**src/rtl/usb_ls_rx_pkg.sv**
```systemverilog
package usb_ls_rx_pkg;

  // {dp,dm} line states
  typedef enum logic [1:0] {
    LN_SE0 = 2'b00,
    LN_J   = 2'b01,
    LN_K   = 2'b10,
    LN_SE1 = 2'b11
  } line_t;

  typedef enum logic [1:0] {
    ST_IDLE,
    ST_SYNC,
    ST_DATA,
    ST_DROP
  } rx_state_t;

  localparam int BYTE_W    = 8;
  localparam int BITIDX_W  = $clog2(BYTE_W);
  localparam int STUFF_RUN = 6;
  localparam int RUN_W     = $clog2(STUFF_RUN + 1);

  // NRZI: unchanged state is a one, any change is a zero
  function automatic logic nrzi_bit(input line_t prev, input line_t cur);
    return prev == cur;
  endfunction

  function automatic logic stuff_due(input logic [RUN_W-1:0] ones);
    return ones == RUN_W'(STUFF_RUN);
  endfunction

  // next run length of consecutive ones
  function automatic logic [RUN_W-1:0] next_run(input logic [RUN_W-1:0] ones, input logic b);
    return b ? ones + RUN_W'(1) : '0;
  endfunction

endpackage

```
**src/rtl/usb_ls_rx_phase.sv**
```systemverilog
module usb_ls_rx_phase
  import usb_ls_rx_pkg::*;
#(
  parameter int OSR = 4
) (
  input  logic  clk,
  input  logic  rst_n,
  input  line_t line,
  output logic  samp_en
);
  localparam int CW = (OSR > 1) ? $clog2(OSR) : 1;
  localparam logic [CW-1:0] MID  = CW'(OSR / 2 - 1);
  localparam logic [CW-1:0] LAST = CW'(OSR - 1);

  line_t         prev_line;
  logic [CW-1:0] phase;
  logic          line_edge;

  assign line_edge = (line != prev_line);
  assign samp_en   = (phase == MID) && !line_edge;

  always_ff @(posedge clk) begin
    if (!rst_n) begin
      prev_line <= LN_J;
      phase     <= '0;
    end else begin
      prev_line <= line;
      if (line_edge)          phase <= '0;
      else if (phase == LAST) phase <= '0;
      else                    phase <= phase + CW'(1);
    end
  end

  // at most one sample point per bit window
  a_r10_single_sample: assert property (@(posedge clk) disable iff (!rst_n)
    samp_en |=> !samp_en);

endmodule

```
**src/rtl/usb_ls_rx_sync.sv**
```systemverilog
module usb_ls_rx_sync
  import usb_ls_rx_pkg::*;
#(
  parameter int GAP_BITS = 3
) (
  input  logic  clk,
  input  logic  rst_n,
  input  logic  samp_en,
  input  logic  hunt,
  input  line_t line,
  output logic  lock,
  output logic  fail
);
  localparam int GW = $clog2(GAP_BITS + 1);

  logic          last_k;
  logic [GW-1:0] gap;
  logic          step;
  logic          is_k;

  assign step = samp_en && hunt;
  assign is_k = (line == LN_K);
  assign lock = step && is_k && last_k;
  assign fail = step && ((line == LN_SE0) || (!is_k && gap == GW'(GAP_BITS - 1)));

  always_ff @(posedge clk) begin
    if (!rst_n || !hunt) begin
      last_k <= 1'b1;   // the hunt is entered on a K sample
      gap    <= '0;
    end else if (step) begin
      last_k <= is_k;
      gap    <= is_k ? '0 : gap + GW'(1);
    end
  end

  // lock and timeout never coincide
  a_r8_lock_fail_excl: assert property (@(posedge clk) disable iff (!rst_n)
    !(lock && fail));

endmodule

```
**src/rtl/usb_ls_rx_decode.sv**
```systemverilog
module usb_ls_rx_decode
  import usb_ls_rx_pkg::*;
(
  input  logic              clk,
  input  logic              rst_n,
  input  logic              samp_en,
  input  logic              run,
  input  line_t             line,
  output logic              byte_stb,
  output logic [BYTE_W-1:0] byte_val
);
  line_t               prev;
  logic [RUN_W-1:0]    ones;
  logic [BITIDX_W-1:0] nbit;
  logic [BYTE_W-1:0]   shreg;
  logic                step;
  logic                dbit;
  logic                stuff_evt;
  logic                data_evt;
  logic [BYTE_W-1:0]   shifted;

  assign step      = samp_en && run && (line != LN_SE0);
  assign dbit      = nrzi_bit(prev, line);
  assign stuff_evt = step && stuff_due(ones);
  assign data_evt  = step && !stuff_due(ones);
  assign shifted   = {dbit, shreg[BYTE_W-1:1]};

  always_ff @(posedge clk) begin
    if (!rst_n) begin
      prev     <= LN_K;
      ones     <= '0;
      nbit     <= '0;
      shreg    <= '0;
      byte_stb <= 1'b0;
      byte_val <= '0;
    end else begin
      byte_stb <= 1'b0;
      if (!run) begin
        prev <= LN_K;   // last sync bit is K
        ones <= '0;
        nbit <= '0;
      end else if (stuff_evt) begin
        prev <= line;
        ones <= '0;
      end else if (data_evt) begin
        prev  <= line;
        ones  <= next_run(ones, dbit);
        shreg <= shifted;
        nbit  <= nbit + BITIDX_W'(1);
        if (nbit == BITIDX_W'(BYTE_W - 1)) begin
          byte_stb <= 1'b1;
          byte_val <= shifted;
        end
      end
    end
  end

  // run of ones never exceeds the stuffing limit
  a_r4_run_bound: assert property (@(posedge clk) disable iff (!rst_n)
    ones <= RUN_W'(STUFF_RUN));

  // a stuff bit never advances the bit position
  a_r4_stuff_holds_pos: assert property (@(posedge clk) disable iff (!rst_n)
    stuff_evt |=> $stable(nbit) && !byte_stb);

endmodule

```
**src/rtl/usb_ls_rx.sv**
```systemverilog
module usb_ls_rx
  import usb_ls_rx_pkg::*;
#(
  parameter  int OSR           = 4,
  parameter  int BUF_BYTES     = 8,
  parameter  int SYNC_GAP_BITS = 3,
  localparam int ADDR_W        = (BUF_BYTES > 1) ? $clog2(BUF_BYTES) : 1
) (
  input  logic              clk,
  input  logic              rst_n,
  input  logic              line_dp,
  input  logic              line_dm,
  output logic              wr_en,
  output logic [ADDR_W-1:0] wr_addr,
  output logic [7:0]        wr_data,
  output logic              pkt_done,
  output logic              overflow,
  output logic              sync_err
);
  localparam int CNT_W = $clog2(BUF_BYTES + 1);

  line_t             line;
  rx_state_t         state;
  logic [CNT_W-1:0]  count;
  logic              samp_en;
  logic              sync_lock;
  logic              sync_fail;
  logic              byte_stb;
  logic [BYTE_W-1:0] byte_val;
  logic              se0_seen;
  logic              buf_full;

  assign line     = line_t'({line_dp, line_dm});
  assign se0_seen = samp_en && (line == LN_SE0);
  assign buf_full = (count == CNT_W'(BUF_BYTES));

  usb_ls_rx_phase #(.OSR(OSR)) i_phase (
    .clk(clk), .rst_n(rst_n), .line(line), .samp_en(samp_en)
  );

  usb_ls_rx_sync #(.GAP_BITS(SYNC_GAP_BITS)) i_sync (
    .clk(clk), .rst_n(rst_n), .samp_en(samp_en),
    .hunt(state == ST_SYNC), .line(line),
    .lock(sync_lock), .fail(sync_fail)
  );

  usb_ls_rx_decode i_decode (
    .clk(clk), .rst_n(rst_n), .samp_en(samp_en),
    .run(state == ST_DATA), .line(line),
    .byte_stb(byte_stb), .byte_val(byte_val)
  );

  always_ff @(posedge clk) begin
    if (!rst_n) begin
      state    <= ST_IDLE;
      count    <= '0;
      wr_en    <= 1'b0;
      wr_addr  <= '0;
      wr_data  <= '0;
      pkt_done <= 1'b0;
      overflow <= 1'b0;
      sync_err <= 1'b0;
    end else begin
      wr_en    <= 1'b0;
      pkt_done <= 1'b0;
      overflow <= 1'b0;
      sync_err <= 1'b0;
      unique case (state)
        ST_IDLE: if (samp_en && line == LN_K) state <= ST_SYNC;
        ST_SYNC: begin
          if (sync_fail) begin
            sync_err <= 1'b1;
            state    <= ST_IDLE;
          end else if (sync_lock) begin
            count <= '0;
            state <= ST_DATA;
          end
        end
        ST_DATA: begin
          if (se0_seen) begin
            pkt_done <= 1'b1;
            state    <= ST_IDLE;
          end else if (byte_stb) begin
            if (buf_full) begin
              overflow <= 1'b1;
              state    <= ST_DROP;
            end else begin
              wr_en   <= 1'b1;
              wr_addr <= count[ADDR_W-1:0];
              wr_data <= byte_val;
              count   <= count + CNT_W'(1);
            end
          end
        end
        ST_DROP: if (se0_seen) state <= ST_IDLE;
        default: state <= ST_IDLE;
      endcase
    end
  end

  // writes only happen inside a locked packet
  a_r2_write_in_packet: assert property (@(posedge clk) disable iff (!rst_n)
    wr_en |-> state == ST_DATA);

  // address never leaves the buffer
  a_r5_addr_in_range: assert property (@(posedge clk) disable iff (!rst_n)
    wr_en |-> wr_addr <= ADDR_W'(BUF_BYTES - 1));

  // done is a single-cycle pulse
  a_r6_done_pulse: assert property (@(posedge clk) disable iff (!rst_n)
    pkt_done |=> !pkt_done);

  // overflow neither writes nor completes, and leads to the drop state
  a_r7_ovf_quiet: assert property (@(posedge clk) disable iff (!rst_n)
    overflow |-> !wr_en && !pkt_done && state == ST_DROP);

  // a sync error returns to idle
  a_r8_err_to_idle: assert property (@(posedge clk) disable iff (!rst_n)
    sync_err |-> state == ST_IDLE);

endmodule

```
**config.mk**
```make
export PLATFORM = sky130hd
export DESIGN_NAME = usb_ls_rx
export DESIGN_NICKNAME = d
export VERILOG_FILES = /design/src/rtl/usb_ls_rx_pkg.sv /design/src/rtl/usb_ls_rx_phase.sv /design/src/rtl/usb_ls_rx_sync.sv /design/src/rtl/usb_ls_rx_decode.sv /design/src/rtl/usb_ls_rx.sv
export SDC_FILE = /design/constraint.sdc
export NUM_CORES = 1
export LEC_CHECK = 0
export BUFFER_PORTS_ARGS = -buffer_cell sky130_fd_sc_hd__buf_2
export CORE_UTILIZATION = 58
export DETAILED_ROUTE_END_ITERATION = 10
export GPL_TIMING_DRIVEN = 0
export PLACE_DENSITY_LB_ADDON = 0.08
export SLEW_MARGIN = 20
export SYNTH_ARGS = -nofsm -noshare
export SYNTH_HDL_FRONTEND = slang
export SYNTH_SLANG_ARGS = --single-unit
export TNS_END_PERCENT = 100
```
**constraint.sdc**
```tcl
create_clock -name clk -period 1.9 [get_ports clk]
set_clock_uncertainty 0.1 [all_clocks]
set_input_delay 0.19 -clock clk [delete_from_list [all_inputs] [get_ports clk]]
set_output_delay 0.19 -clock clk [all_outputs]
set_load 0.02 [all_outputs]
```
==> results by group <==
Outcome
  – Result of the run: complete, no violations

Clock network
  – Clock transition time at the flip-flop clock pins of the worst setup and hold paths: approximately 0.090 ns
  – H-tree depth: 2
  – TritonCTS sink count: 52
  – Clock tree from TritonCTS: done
  – CTS Buf Count: 5
  – Buffer depth of the longest clock path: 2
  – Later-pin clock latency in the skew report: slightly above 0.3 ns
  – Root Driver: clkbuf_8
  – Number of buffers inserted for hold repair after clock tree synthesis: 0

Die
  – Number of primary I/O pins: 19
  – Total number of placement rows: 22
  – Width of the die: 64.6 µm
  – Starting utilization of the core area: 0.612
  – Area of the core: 3720 µm²
  – Die height: 64.6 µm
  – Total die area: 4180 µm²

Pwr
  – Leakage power total: 0.955 nW
  – Reported net switching power: 0.000417 W
  – Comb pwr share: 0.042
  – Maximum resistive drop on vdd: 494 µV
  – Internal Dissipation: 0.00156 W
  – Pwr/cell area: ~760 nW/µm²
  – Switching share of power: 0.211
  – Part of the power in registers: 0.555
  – Clk network pwr share: 0.402

Placed design
  – Number of I/O port buffers: 16
  – Placed cell count: 324
  – Pre-CTS setup slack: -0.0865 ns
  – Half-perimeter wire length of the detailed placement result: between 2 and 3 mm
  – RD Place Congestion: ~0.83

Yosys
  – Netlist area before placement: 2270 µm²
  – Yosys warning total: 0
  – Sequential area share after synthesis: 0.458
  – Flop and latch count out of synthesis: 52
  – Avg Inst Size Synth: 8.75 µm²
  – Post-synthesis cell count: 260
  – Unique masters post-synth: approximately 40
  – Post-Syn Nets: 273

Global route
  – Via count of the first global-routing pass: ~1.7k
  – Maximum number of pins on one net before global-route repair: 17
  – Wire length of the first global-routing pass: 7.43 mm
  – Overflow left after global routing: 0
  – Initial antenna violation count: 0
  – Combined global-route utilization of all metal layers: 0.232

Finish
  – Layout net count: approximately 300
  – Area Overhead vs Synth: 14.5%
  – Highest-count cells in the layout ignoring fill and taps: 63 x nand2_1, 48 x dfxtp_1, 22 x a21boi_0, 18 x buf_2, 13 x nand3_1
  – Share of final-layout standard cells stronger than drive strength 1: 0.183
  – Number of inserted diodes: 0
  – Post-Layout Cell Count: 337
  – Leading cell type in the layout, fill and taps excluded: nand2_1

Timing
  – Tcrit/Tclk final: 0.952
  – Final Slew Violations: 0
  – Min Tclk post-route: between 1.5 and 2 ns
  – Worst relative slew slack: 0.583
  – Final Hold Violating Endpoints: 0
  – Setup repair after global routing missed its margin: false
  – Finish-stage setup viols: 0
  – Transition time at the pin with the least slew margin: roughly 0.62 ns
  – Least setup slack across all paths after layout: roughly 0.092 ns
  – Post-Route Setup TNS: 0 ns
  – Highest attainable clock frequency: approximately 0.55 GHz

Worst hold path
  – HP Class: in2reg

Setup path
  – Data required time of the critical path: 2.01 ns
  – Kind of critical path: reg2reg
  – Type of element capturing the critical path: register
  – Largest fanout on the critical path: 8
  – Arrival time of data at the critical path endpoint: 1.91 ns
  – Type of element launching the critical path: register

Route
  – Residual DRC: 0
  – 1st-pass router iterations: 4
  – Routed wire length: 4.20 mm
  – Post-DRT Antenna Nets: 0
  – Number of vias in the routed layout: between 1.5k and 2k
  – Mean routed wirelength per cell: 12.5 µm
  – Routed via count divided by cell count: between 5 and 6
  – Initial DRC count: 117

Run
  – Max-cap violations: 0
-- repair_timing --
item,4_1_cts,5_1_grt
pin swaps,0,4
setup buffers,0,6
endpoints found under the setup margin,20,32
resized for setup,1,10
hold endpoints to repair,0,0
-- area by class of cell --
class	instances	area, µm²
buffer	11	63.8
clock buffer	6	82.6
clock inverter	2	38.8
fill	298	1110
inverter	8	30.0
multi-input combinational	188	1160
sequential	52	1050
tap	48	60.1
timing repair buffer	22	125
-- worst paths after layout --
kind,startpoint,end,slack (ns),cells past startpoint
worst min register to register,i_sync.gap[0],i_sync.gap[0],0.36,2
worst max register to register,i_phase.prev_line[1],i_decode.byte_val[3],0.09,6
worst max-delay path,i_phase.prev_line[1],i_decode.byte_val[3],0.09,6
worst min-delay path,line_dp,i_phase.prev_line[1],0.04,2
-- state kept, by name (all words and copies together), names as in the netlist --
signal	flops
i_decode.ones	3
i_phase.prev_line	2
wr_en	1
i_decode.shreg	7
i_decode.byte_val	8
i_sync.gap	2
i_sync.last_k	1
sync_err	1
count	4
i_decode.nbit	3
i_phase.phase	2
state	2
wr_data	8
i_decode.byte_stb	1
pkt_done	1
i_decode.prev	2
wr_addr	3
overflow	1
-- routing by layer --
metal  share of wire  track usage  up-vias
li1                -            -      933
met2            0.45        0.382       45
met5               0            0        -
met1            0.48        0.294      835
met3           0.051       0.0581        7
met4           0.014       0.0833        0
-- cell families after synthesis --
| group | share of synthesized area |
|---|---|
| AND/OR/NAND/NOR | 0.260 |
| AO/OA/AOI/OAI | 0.162 |
| flip-flops | 0.458 |
| buffers and inverters | 0.0412 |
| adder cells (fa/ha/maj) | 0.0495 |
| XOR/XNOR | 0.0259 |
| multiplexers | 0.00440 |
-- per-stage QoR --
stage / hold slack, ns / utilization / area [µm²] / total power, W
2_1_floorplan: 0.272 / - / 2270 / 0.00118
3_3_place_gp: 0.339 / 0.650 / 2410 / 0.00120
3_5_place_dp: 0.349 / 0.650 / 2410 / 0.00120
4_1_cts: 0.0319 / 0.682 / 2530 / 0.00199
5_1_grt: 0.0534 / 0.701 / 2600 / 0.00205
6_report: 0.0381 / 0.701 / 2600 / 0.00198
-- synthesized netlist by cell type, drive strengths merged --
cell     count  area (µm²)
buf          6        41.3
dfxtp       52        1040
nor2b        9        56.3
o22ai        2        12.5
or3          3        28.8
nand2       63         236
or2          1        6.26
nand2b       3        18.8
nor2        10        37.5
a21boi      26         195
and3b        1        8.76
o2111ai      1        26.3
o311ai       1        8.76
o21ai        8        40.0
a31o         1        8.76
a41o         1        10.0
nor3         4        20.0
or4b         1        10.0
and3         2        12.5
clkbuf       6        22.5
inv          8        30.0
nand3       14        82.6
a21oi       10        50.1
nand3b       2        15.0
a31oi        1        6.26
nand4b       2        17.5
and2         2        12.5
mux2i        1        10.0
xnor2        5        58.8
nand4        2        12.5
nor4         1        6.26
ha           9         113
and4         1        8.76
a221o        1        10.0
-- power by group through the flow --
stage	registers (W)	clock network (W)	logic, W
2_1_floorplan	0.00112	0	0.0000579
3_3_place_gp	0.00112	0	0.0000733
3_5_place_dp	0.00112	0	0.0000736
4_1_cts	0.00110	0.000816	0.0000741
5_1_grt	0.00110	0.000861	0.0000928
6_report	0.00110	0.000796	0.0000839
-- critical path, stage by stage (launching register included) --
cell and delay, ns:
dfxtp_2 0.35, xnor2_2 0.26, nand3_4 0.15, or4b_1 0.52, buf_2 0.18, nand2_1 0.07
a21boi_0 0.07
Power figures use the tool's default switching activity.
